### src/rtl/msi_pkg.sv
package msi_pkg;
  localparam int REG_AW       = 12;
  localparam int REG_DW       = 32;
  localparam int BANK_W       = 32;
  localparam int TGT_LO_OFF   = 'h820;
  localparam int TGT_HI_OFF   = 'h824;
  localparam int BANK_BASE    = 'h828;
  localparam int BANK_STRIDE  = 12;
  localparam int ENA_SUB      = 0;
  localparam int MSK_SUB      = 4;
  localparam int STA_SUB      = 8;
endpackage

### src/rtl/msi_reg_decode.sv
module msi_reg_decode
  import msi_pkg::*;
#(
  parameter int NUM_BANKS = 8
) (
  input  logic [REG_AW-1:0]    addr_i,
  output logic                 sel_tlo_o,
  output logic                 sel_thi_o,
  output logic [NUM_BANKS-1:0] sel_ena_o,
  output logic [NUM_BANKS-1:0] sel_msk_o,
  output logic [NUM_BANKS-1:0] sel_sta_o
);
  assign sel_tlo_o = (addr_i == REG_AW'(TGT_LO_OFF));
  assign sel_thi_o = (addr_i == REG_AW'(TGT_HI_OFF));

  for (genvar b = 0; b < NUM_BANKS; b++) begin : g_bank_sel
    localparam int GRP = BANK_BASE + BANK_STRIDE * b;
    assign sel_ena_o[b] = (addr_i == REG_AW'(GRP + ENA_SUB));
    assign sel_msk_o[b] = (addr_i == REG_AW'(GRP + MSK_SUB));
    assign sel_sta_o[b] = (addr_i == REG_AW'(GRP + STA_SUB));
  end
endmodule

### src/rtl/msi_addr_match.sv
module msi_addr_match #(
  parameter int NUM_BANKS = 8,
  parameter int ADDR_W    = 64,
  parameter int DATA_W    = 32,
  localparam int NVEC     = NUM_BANKS * 32,
  localparam int VEC_W    = $clog2(NVEC)
) (
  input  logic              clk,
  input  logic              rst_n,
  input  logic              accept_i,
  input  logic [ADDR_W-1:0] addr_i,
  input  logic [DATA_W-1:0] data_i,
  input  logic [ADDR_W-1:0] target_i,
  output logic [NVEC-1:0]   set_vec_o
);
  logic addr_hit;
  logic in_range;
  logic take;

  assign addr_hit = (addr_i == target_i);
  assign in_range = (data_i < DATA_W'(NVEC));
  assign take     = accept_i && addr_hit && in_range;

  for (genvar v = 0; v < NVEC; v++) begin : g_vec
    assign set_vec_o[v] = take && (data_i[VEC_W-1:0] == VEC_W'(v));
  end

  AST_IGNORE_OUT_OF_RANGE: assert property (@(posedge clk) disable iff (!rst_n)
    (data_i >= DATA_W'(NVEC)) |-> (set_vec_o == '0));
  AST_ONE_VECTOR_PER_WRITE: assert property (@(posedge clk) disable iff (!rst_n)
    $onehot0(set_vec_o));
  AST_MISS_SETS_NOTHING: assert property (@(posedge clk) disable iff (!rst_n)
    (addr_i != target_i) |-> (set_vec_o == '0));
endmodule

### src/rtl/msi_bank.sv
module msi_bank #(
  parameter int W = 32
) (
  input  logic         clk,
  input  logic         rst_n,
  input  logic         ena_we_i,
  input  logic         msk_we_i,
  input  logic         sta_w1c_i,
  input  logic [W-1:0] wdata_i,
  input  logic [W-1:0] set_i,
  output logic [W-1:0] enable_o,
  output logic [W-1:0] mask_o,
  output logic [W-1:0] status_o,
  output logic         pend_o
);
  logic [W-1:0] enable_q, mask_q, status_q;
  logic [W-1:0] set_eff, clr_bits;

  assign set_eff  = set_i & enable_q;
  assign clr_bits = sta_w1c_i ? wdata_i : '0;

  always_ff @(posedge clk) begin
    if (!rst_n) begin
      enable_q <= '0;
      mask_q   <= '0;
      status_q <= '0;
    end else begin
      if (ena_we_i) enable_q <= wdata_i;
      if (msk_we_i) mask_q   <= wdata_i;
      status_q <= (status_q & ~clr_bits) | set_eff;
    end
  end

  assign enable_o = enable_q;
  assign mask_o   = mask_q;
  assign status_o = status_q;
  assign pend_o   = |(status_q & ~mask_q);

  AST_SET_NEEDS_ENABLE: assert property (@(posedge clk) disable iff (!rst_n)
    (status_q & ~$past(status_q) & ~$past(enable_q)) == '0);
  AST_SET_BEATS_CLEAR: assert property (@(posedge clk) disable iff (!rst_n)
    (set_eff != '0) |=> ((status_q & $past(set_eff)) == $past(set_eff)));
  AST_NO_CLEAR_WITHOUT_WRITE: assert property (@(posedge clk) disable iff (!rst_n)
    !sta_w1c_i |=> ((status_q & $past(status_q)) == $past(status_q)));
endmodule

### src/rtl/msi_capture_ctrl.sv
module msi_capture_ctrl
  import msi_pkg::*;
#(
  parameter int NUM_BANKS = 8,
  parameter int ADDR_W    = 64,
  parameter int DATA_W    = 32
) (
  input  logic              clk,
  input  logic              rst_n,
  input  logic              in_valid,
  output logic              in_ready,
  input  logic [ADDR_W-1:0] in_addr,
  input  logic [DATA_W-1:0] in_data,
  input  logic              reg_wr_en,
  input  logic              reg_rd_en,
  input  logic [REG_AW-1:0] reg_addr,
  input  logic [REG_DW-1:0] reg_wdata,
  output logic [REG_DW-1:0] reg_rdata,
  output logic              irq_out
);
  localparam int NVEC = NUM_BANKS * BANK_W;

  logic [ADDR_W-1:0]    target_q;
  logic [REG_DW-1:0]    rdata_q, rd_mux;
  logic                 sel_tlo, sel_thi;
  logic [NUM_BANKS-1:0] sel_ena, sel_msk, sel_sta;
  logic [NVEC-1:0]      set_vec;
  logic [NUM_BANKS-1:0] pend;
  logic [BANK_W-1:0]    ena_w [NUM_BANKS];
  logic [BANK_W-1:0]    msk_w [NUM_BANKS];
  logic [BANK_W-1:0]    sta_w [NUM_BANKS];
  logic                 any_status;

  assign in_ready = 1'b1;

  msi_reg_decode #(.NUM_BANKS(NUM_BANKS)) u_dec (
    .addr_i    (reg_addr),
    .sel_tlo_o (sel_tlo),
    .sel_thi_o (sel_thi),
    .sel_ena_o (sel_ena),
    .sel_msk_o (sel_msk),
    .sel_sta_o (sel_sta)
  );

  msi_addr_match #(.NUM_BANKS(NUM_BANKS), .ADDR_W(ADDR_W), .DATA_W(DATA_W)) u_match (
    .clk       (clk),
    .rst_n     (rst_n),
    .accept_i  (in_valid && in_ready),
    .addr_i    (in_addr),
    .data_i    (in_data),
    .target_i  (target_q),
    .set_vec_o (set_vec)
  );

  for (genvar b = 0; b < NUM_BANKS; b++) begin : g_bank
    msi_bank #(.W(BANK_W)) u_bank (
      .clk       (clk),
      .rst_n     (rst_n),
      .ena_we_i  (reg_wr_en && sel_ena[b]),
      .msk_we_i  (reg_wr_en && sel_msk[b]),
      .sta_w1c_i (reg_wr_en && sel_sta[b]),
      .wdata_i   (reg_wdata),
      .set_i     (set_vec[b*BANK_W +: BANK_W]),
      .enable_o  (ena_w[b]),
      .mask_o    (msk_w[b]),
      .status_o  (sta_w[b]),
      .pend_o    (pend[b])
    );
  end

  always_ff @(posedge clk) begin
    if (!rst_n) begin
      target_q <= '0;
    end else if (reg_wr_en) begin
      if (sel_tlo) target_q[31:0]       <= reg_wdata;
      if (sel_thi) target_q[ADDR_W-1:32] <= reg_wdata[ADDR_W-33:0];
    end
  end

  always_comb begin
    rd_mux     = '0;
    any_status = 1'b0;
    if (sel_tlo) rd_mux = rd_mux | target_q[31:0];
    if (sel_thi) rd_mux = rd_mux | REG_DW'(target_q[ADDR_W-1:32]);
    for (int b = 0; b < NUM_BANKS; b++) begin
      if (sel_ena[b]) rd_mux = rd_mux | ena_w[b];
      if (sel_msk[b]) rd_mux = rd_mux | msk_w[b];
      if (sel_sta[b]) rd_mux = rd_mux | sta_w[b];
      any_status = any_status | (|sta_w[b]);
    end
  end

  always_ff @(posedge clk) begin
    if (!rst_n)         rdata_q <= '0;
    else if (reg_rd_en) rdata_q <= rd_mux;
  end

  assign reg_rdata = rdata_q;
  assign irq_out   = |pend;

  AST_IRQ_NEEDS_STATUS: assert property (@(posedge clk) disable iff (!rst_n)
    irq_out |-> any_status);
  AST_TARGET_LO_LOADS: assert property (@(posedge clk) disable iff (!rst_n)
    (reg_wr_en && reg_addr == REG_AW'(TGT_LO_OFF)) |=> (target_q[31:0] == $past(reg_wdata)));
  AST_READY_ALWAYS: assert property (@(posedge clk) disable iff (!rst_n)
    in_valid |-> in_ready);
endmodule

### config.mk
export PLATFORM = sky130hd
export DESIGN_NAME = msi_capture_ctrl
export DESIGN_NICKNAME = d
export VERILOG_FILES = /design/src/rtl/msi_pkg.sv /design/src/rtl/msi_reg_decode.sv /design/src/rtl/msi_addr_match.sv /design/src/rtl/msi_bank.sv /design/src/rtl/msi_capture_ctrl.sv
export SDC_FILE = /design/constraint.sdc
export NUM_CORES = 2
export LEC_CHECK = 0
export CORE_UTILIZATION = 40
export DETAILED_ROUTE_END_ITERATION = 8
export SLEW_MARGIN = 10
export SYNTH_ARGS = -nofsm -noshare
export SYNTH_HDL_FRONTEND = slang
export SYNTH_SLANG_ARGS = --single-unit
### constraint.sdc
create_clock -name clk -period 6.95 [get_ports clk]
set_input_delay 1.7375 -clock clk [delete_from_list [all_inputs] [get_ports clk]]
set_output_delay 1.7375 -clock clk [all_outputs]
set_load 0.005 [all_outputs]
==> results by group <==
Timing
  – Tcrit/Tclk final: 89.8%
  – Hold Vio Cnt, Final: 0
  – Setup tns final: 0 ps
  – Final Slew Violations: 0
  – Max Clk Rate: 160 MHz
  – Relative max-transition margin: 7.63%
  – Clock Skew: 24.1 ps
  – Final setup vio count: 0
  – Worst Max-Slew Pin Slew: 1390 ps
  – RSZ-0062 raised after global routing: false
  – Period minus WS final: ~6200 ps
  – Hold_ws: 453 ps

Final layout
  – Commonest non-fill, non-tap cell in the layout: nand2_1
  – Post-route cell area: 0.0485 mm2
  – Layout cell share with drive strength beyond 1: 13.4%
  – Layout net count: roughly 5400
  – Most frequent cells in the layout: nand2_1 (1455), dfxtp_1 (864), a21boi_0 (421)
  – Area Overhead vs Synth: 16.4%

Clock network
  – Post-CTS setup buffer count: 0
  – CTS tree: built
  – Number of CTS-inserted buffers: a little under 100
  – Root Driver: clkbuf_16
  – Sinks on Clock Net: 864
  – Reg clk slew, reported paths: approximately 60 ps
  – H-tree depth: 3
  – # hold bufs at CTS: 0
  – CTS max path bufs: 3
  – Clk_lat worst skew: 730 ps
  – PostCTS Resize Cnt: 0

Power
  – Power Dens Cells: ~230 mW/mm2
  – Clk network pwr share: 50.3%
  – Lkg Pwr: 15.8 nW
  – Peak VDD IR: 0.000191 V
  – Net switching power: 0.00284 W
  – Fraction of power spent switching nets: approximately 25%
  – Cell Int Power: between 0.008 and 0.009 W
  – Comb pwr share: 5.6%
  – Register share of total power: 44.1%

Hold path
  – Min-Delay Path Class: flip-flop to flip-flop

Global routing
  – All-Layer GR Usage: 54.5%
  – Busiest grt layer: met2
  – Largest net degree at the start of global routing: 247
  – Vias in the first global route: 41500
  – Met3 Use GR: 21.3%
  – Met2 usage: 72.4%
  – Total congestion overflow: 0
  – First-pass GRT wire length: 389000 um
  – Antenna violations before repair: 28
  – GR Util met1: 67.8%

Die
  – Num ports: 179
  – Initial Utilization: 40.3%
  – Num rows: 118
  – Placeable core area: between 0.1 and 0.15 mm2
  – Die W: 325 um
  – Chip Height: around 320 um
  – DIE AREA: 0.105 mm2

Synthesis
  – Post-Syn Instances: 5253
  – Avg Cell Area, Syn: 7.93 um2
  – Mapped cell area: 0.0417 mm2
  – Register area share after synthesis: between 40% and 50%
  – Unique masters post-synth: 70
  – Seq cells post-synth: 864
  – Synth area leader: dfxtp_1
  – Area share of the largest cell type after synthesis: 41.5%
  – Ys Warns: 0
  – Synth async-reset ratio: 0%
  – Mapped Nets: approximately 5400
  – Synth Flop Type: dfxtp_1
  – Synth area leaders: dfxtp_1 (42%), nand2_1 (13%), a21boi_0 (7.6%)
  – Post-synth EDFFs: 0

Placed design
  – Hpwl dp: 205000 um
  – Final GP Congestion: between 1 and 1.5
  – Cell Area, Placed: ~0.045 mm2
  – PortBufs: 177

Routing
  – Vias per cell: ~7
  – DRC viols: 0
  – Post-route ant nets: 0
  – Avg WL per Cell: 44.3 um
  – Drt total wl: 297000 um
  – Via count: ~47000
  – DRT Pass-1 Iters: 7
  – Starting DRC count in detailed routing: 9139

Critical path
  – Startpoint Class: flip-flop
  – CP startpoint: g_bank[5].u_bank.status_o[16]
  – CP arrival: ~4500 ps
  – Reg2reg end: g_bank[0].u_bank.status_o[27]
  – Flop-to-flop setup slack: 2580 ps
  – Worst path required time: roughly 5200 ps
  – Worst Setup EP: irq_out
  – Worst R2R Start: target_q[6]
  – Crit Path Class: flip-flop to primary output
  – R2r worst-path depth: 7
  – Crit end category: primary output
  – Crit path max fanout: 3

Run status
  – Run status: completed

Job
  – Max-cap viol count: 0
-- metrics by stage --
stage          utilization [%]  total power [W]  setup slack, ps  std cells
4_1_cts                   46.8           0.0112             1050       6697
2_1_floorplan                -          0.00534             3230       5253
6_report                  46.9           0.0113              710       6722
5_1_grt                   46.9           0.0114              889       6698
3_3_place_gp              43.5          0.00568             1050       6517
3_5_place_dp              43.5          0.00567             1070       6517
-- flip-flops by register name (all words and copies together) (netlist names) --
register and flops:
g_bank.u_bank.enable_o 256, g_bank.u_bank.mask_o 256, g_bank.u_bank.status_o 256, reg_rdata 32, target_q 64
-- layout make-up --
cell class / instances / area (um2)
clock buffers: 138 / 2860
well taps: 1380 / 1730
inverters: 261 / 980
flip-flops and latches: 864 / 17300
repair buffers: 375 / 3620
multi-input cells: 3637 / 21400
clock inverters: 42 / 549
fillers: 10400 / 54900
diodes: 25 / 62.6
-- critical path, stage by stage, from the launching register on --
cell and delay [ps]:
dfxtp_1 330, inv_1 100, o22ai_1 390, a221oi_1 1020, nand4_1 520, nor4_1 430, nand4_1 400, clkdlybuf4s50_1 580
-- synth_stat cells, drive strengths merged (3+ instances only) --
library cell,n
mux2,7
nand2,1467
clkbuf,288
o2111ai,4
nor4b,4
inv,261
nand3,38
o21ai,42
dfxtp,864
and4,6
nor4,38
nor2,89
a22oi,250
a21boi,576
a31oi,13
a2111oi,10
xnor2,53
a21oi,305
and3,5
a221oi,81
or4bb,3
o22ai,108
or4b,5
nor3b,4
o21a,3
o221ai,5
buf,203
mux2i,12
a211oi,4
o221a,14
a222oi,29
nand4,47
nand2b,15
a31o,256
nor3,43
nor2b,7
and2,27
a22o,40
-- how the worst min path moves through the flow --
stage / start / to / slack (ps) / depth (start not counted)
floorplan: g_bank[6].u_bank.mask_o[13] / g_bank[6].u_bank.mask_o[13] / 430 / 2
global placement: g_bank[6].u_bank.mask_o[13] / g_bank[6].u_bank.mask_o[13] / 440 / 2
detailed placement: g_bank[6].u_bank.mask_o[13] / g_bank[6].u_bank.mask_o[13] / 450 / 2
CTS: g_bank[6].u_bank.mask_o[13] / g_bank[6].u_bank.mask_o[13] / 450 / 2
global route: g_bank[6].u_bank.mask_o[13] / g_bank[6].u_bank.mask_o[13] / 480 / 2
finish: g_bank[6].u_bank.mask_o[13] / g_bank[6].u_bank.mask_o[13] / 450 / 2
-- metal layers --
layer	vias up	routed length, um	share of wire [%]
li1	18400	-	-
met1	22700	109000	37
met2	4397	113000	38
met3	1276	43500	15
met4	18	31800	11
met5	-	115	0.039
-- cells by family after synthesis --
family	synth area share (%)
other	0.00900
muxes	0.478
xor gates and xnor gates	1.14
and+or+nand+nor	18.6
AOI/OAI and AO/OA	30.6
buffers and inverters	7.64
DFF	41.5
-- power by group through the flow --
stage               combinational, W  clock (W)  sequential (W)
global placement            0.000591          0         0.00509
detailed placement          0.000590          0         0.00509
global route                0.000615    0.00583         0.00497
floorplan                   0.000261          0         0.00508
CTS                         0.000591    0.00564         0.00497
finish                      0.000630    0.00568         0.00498
Note: power is estimated with default switching activity, not from simulation.
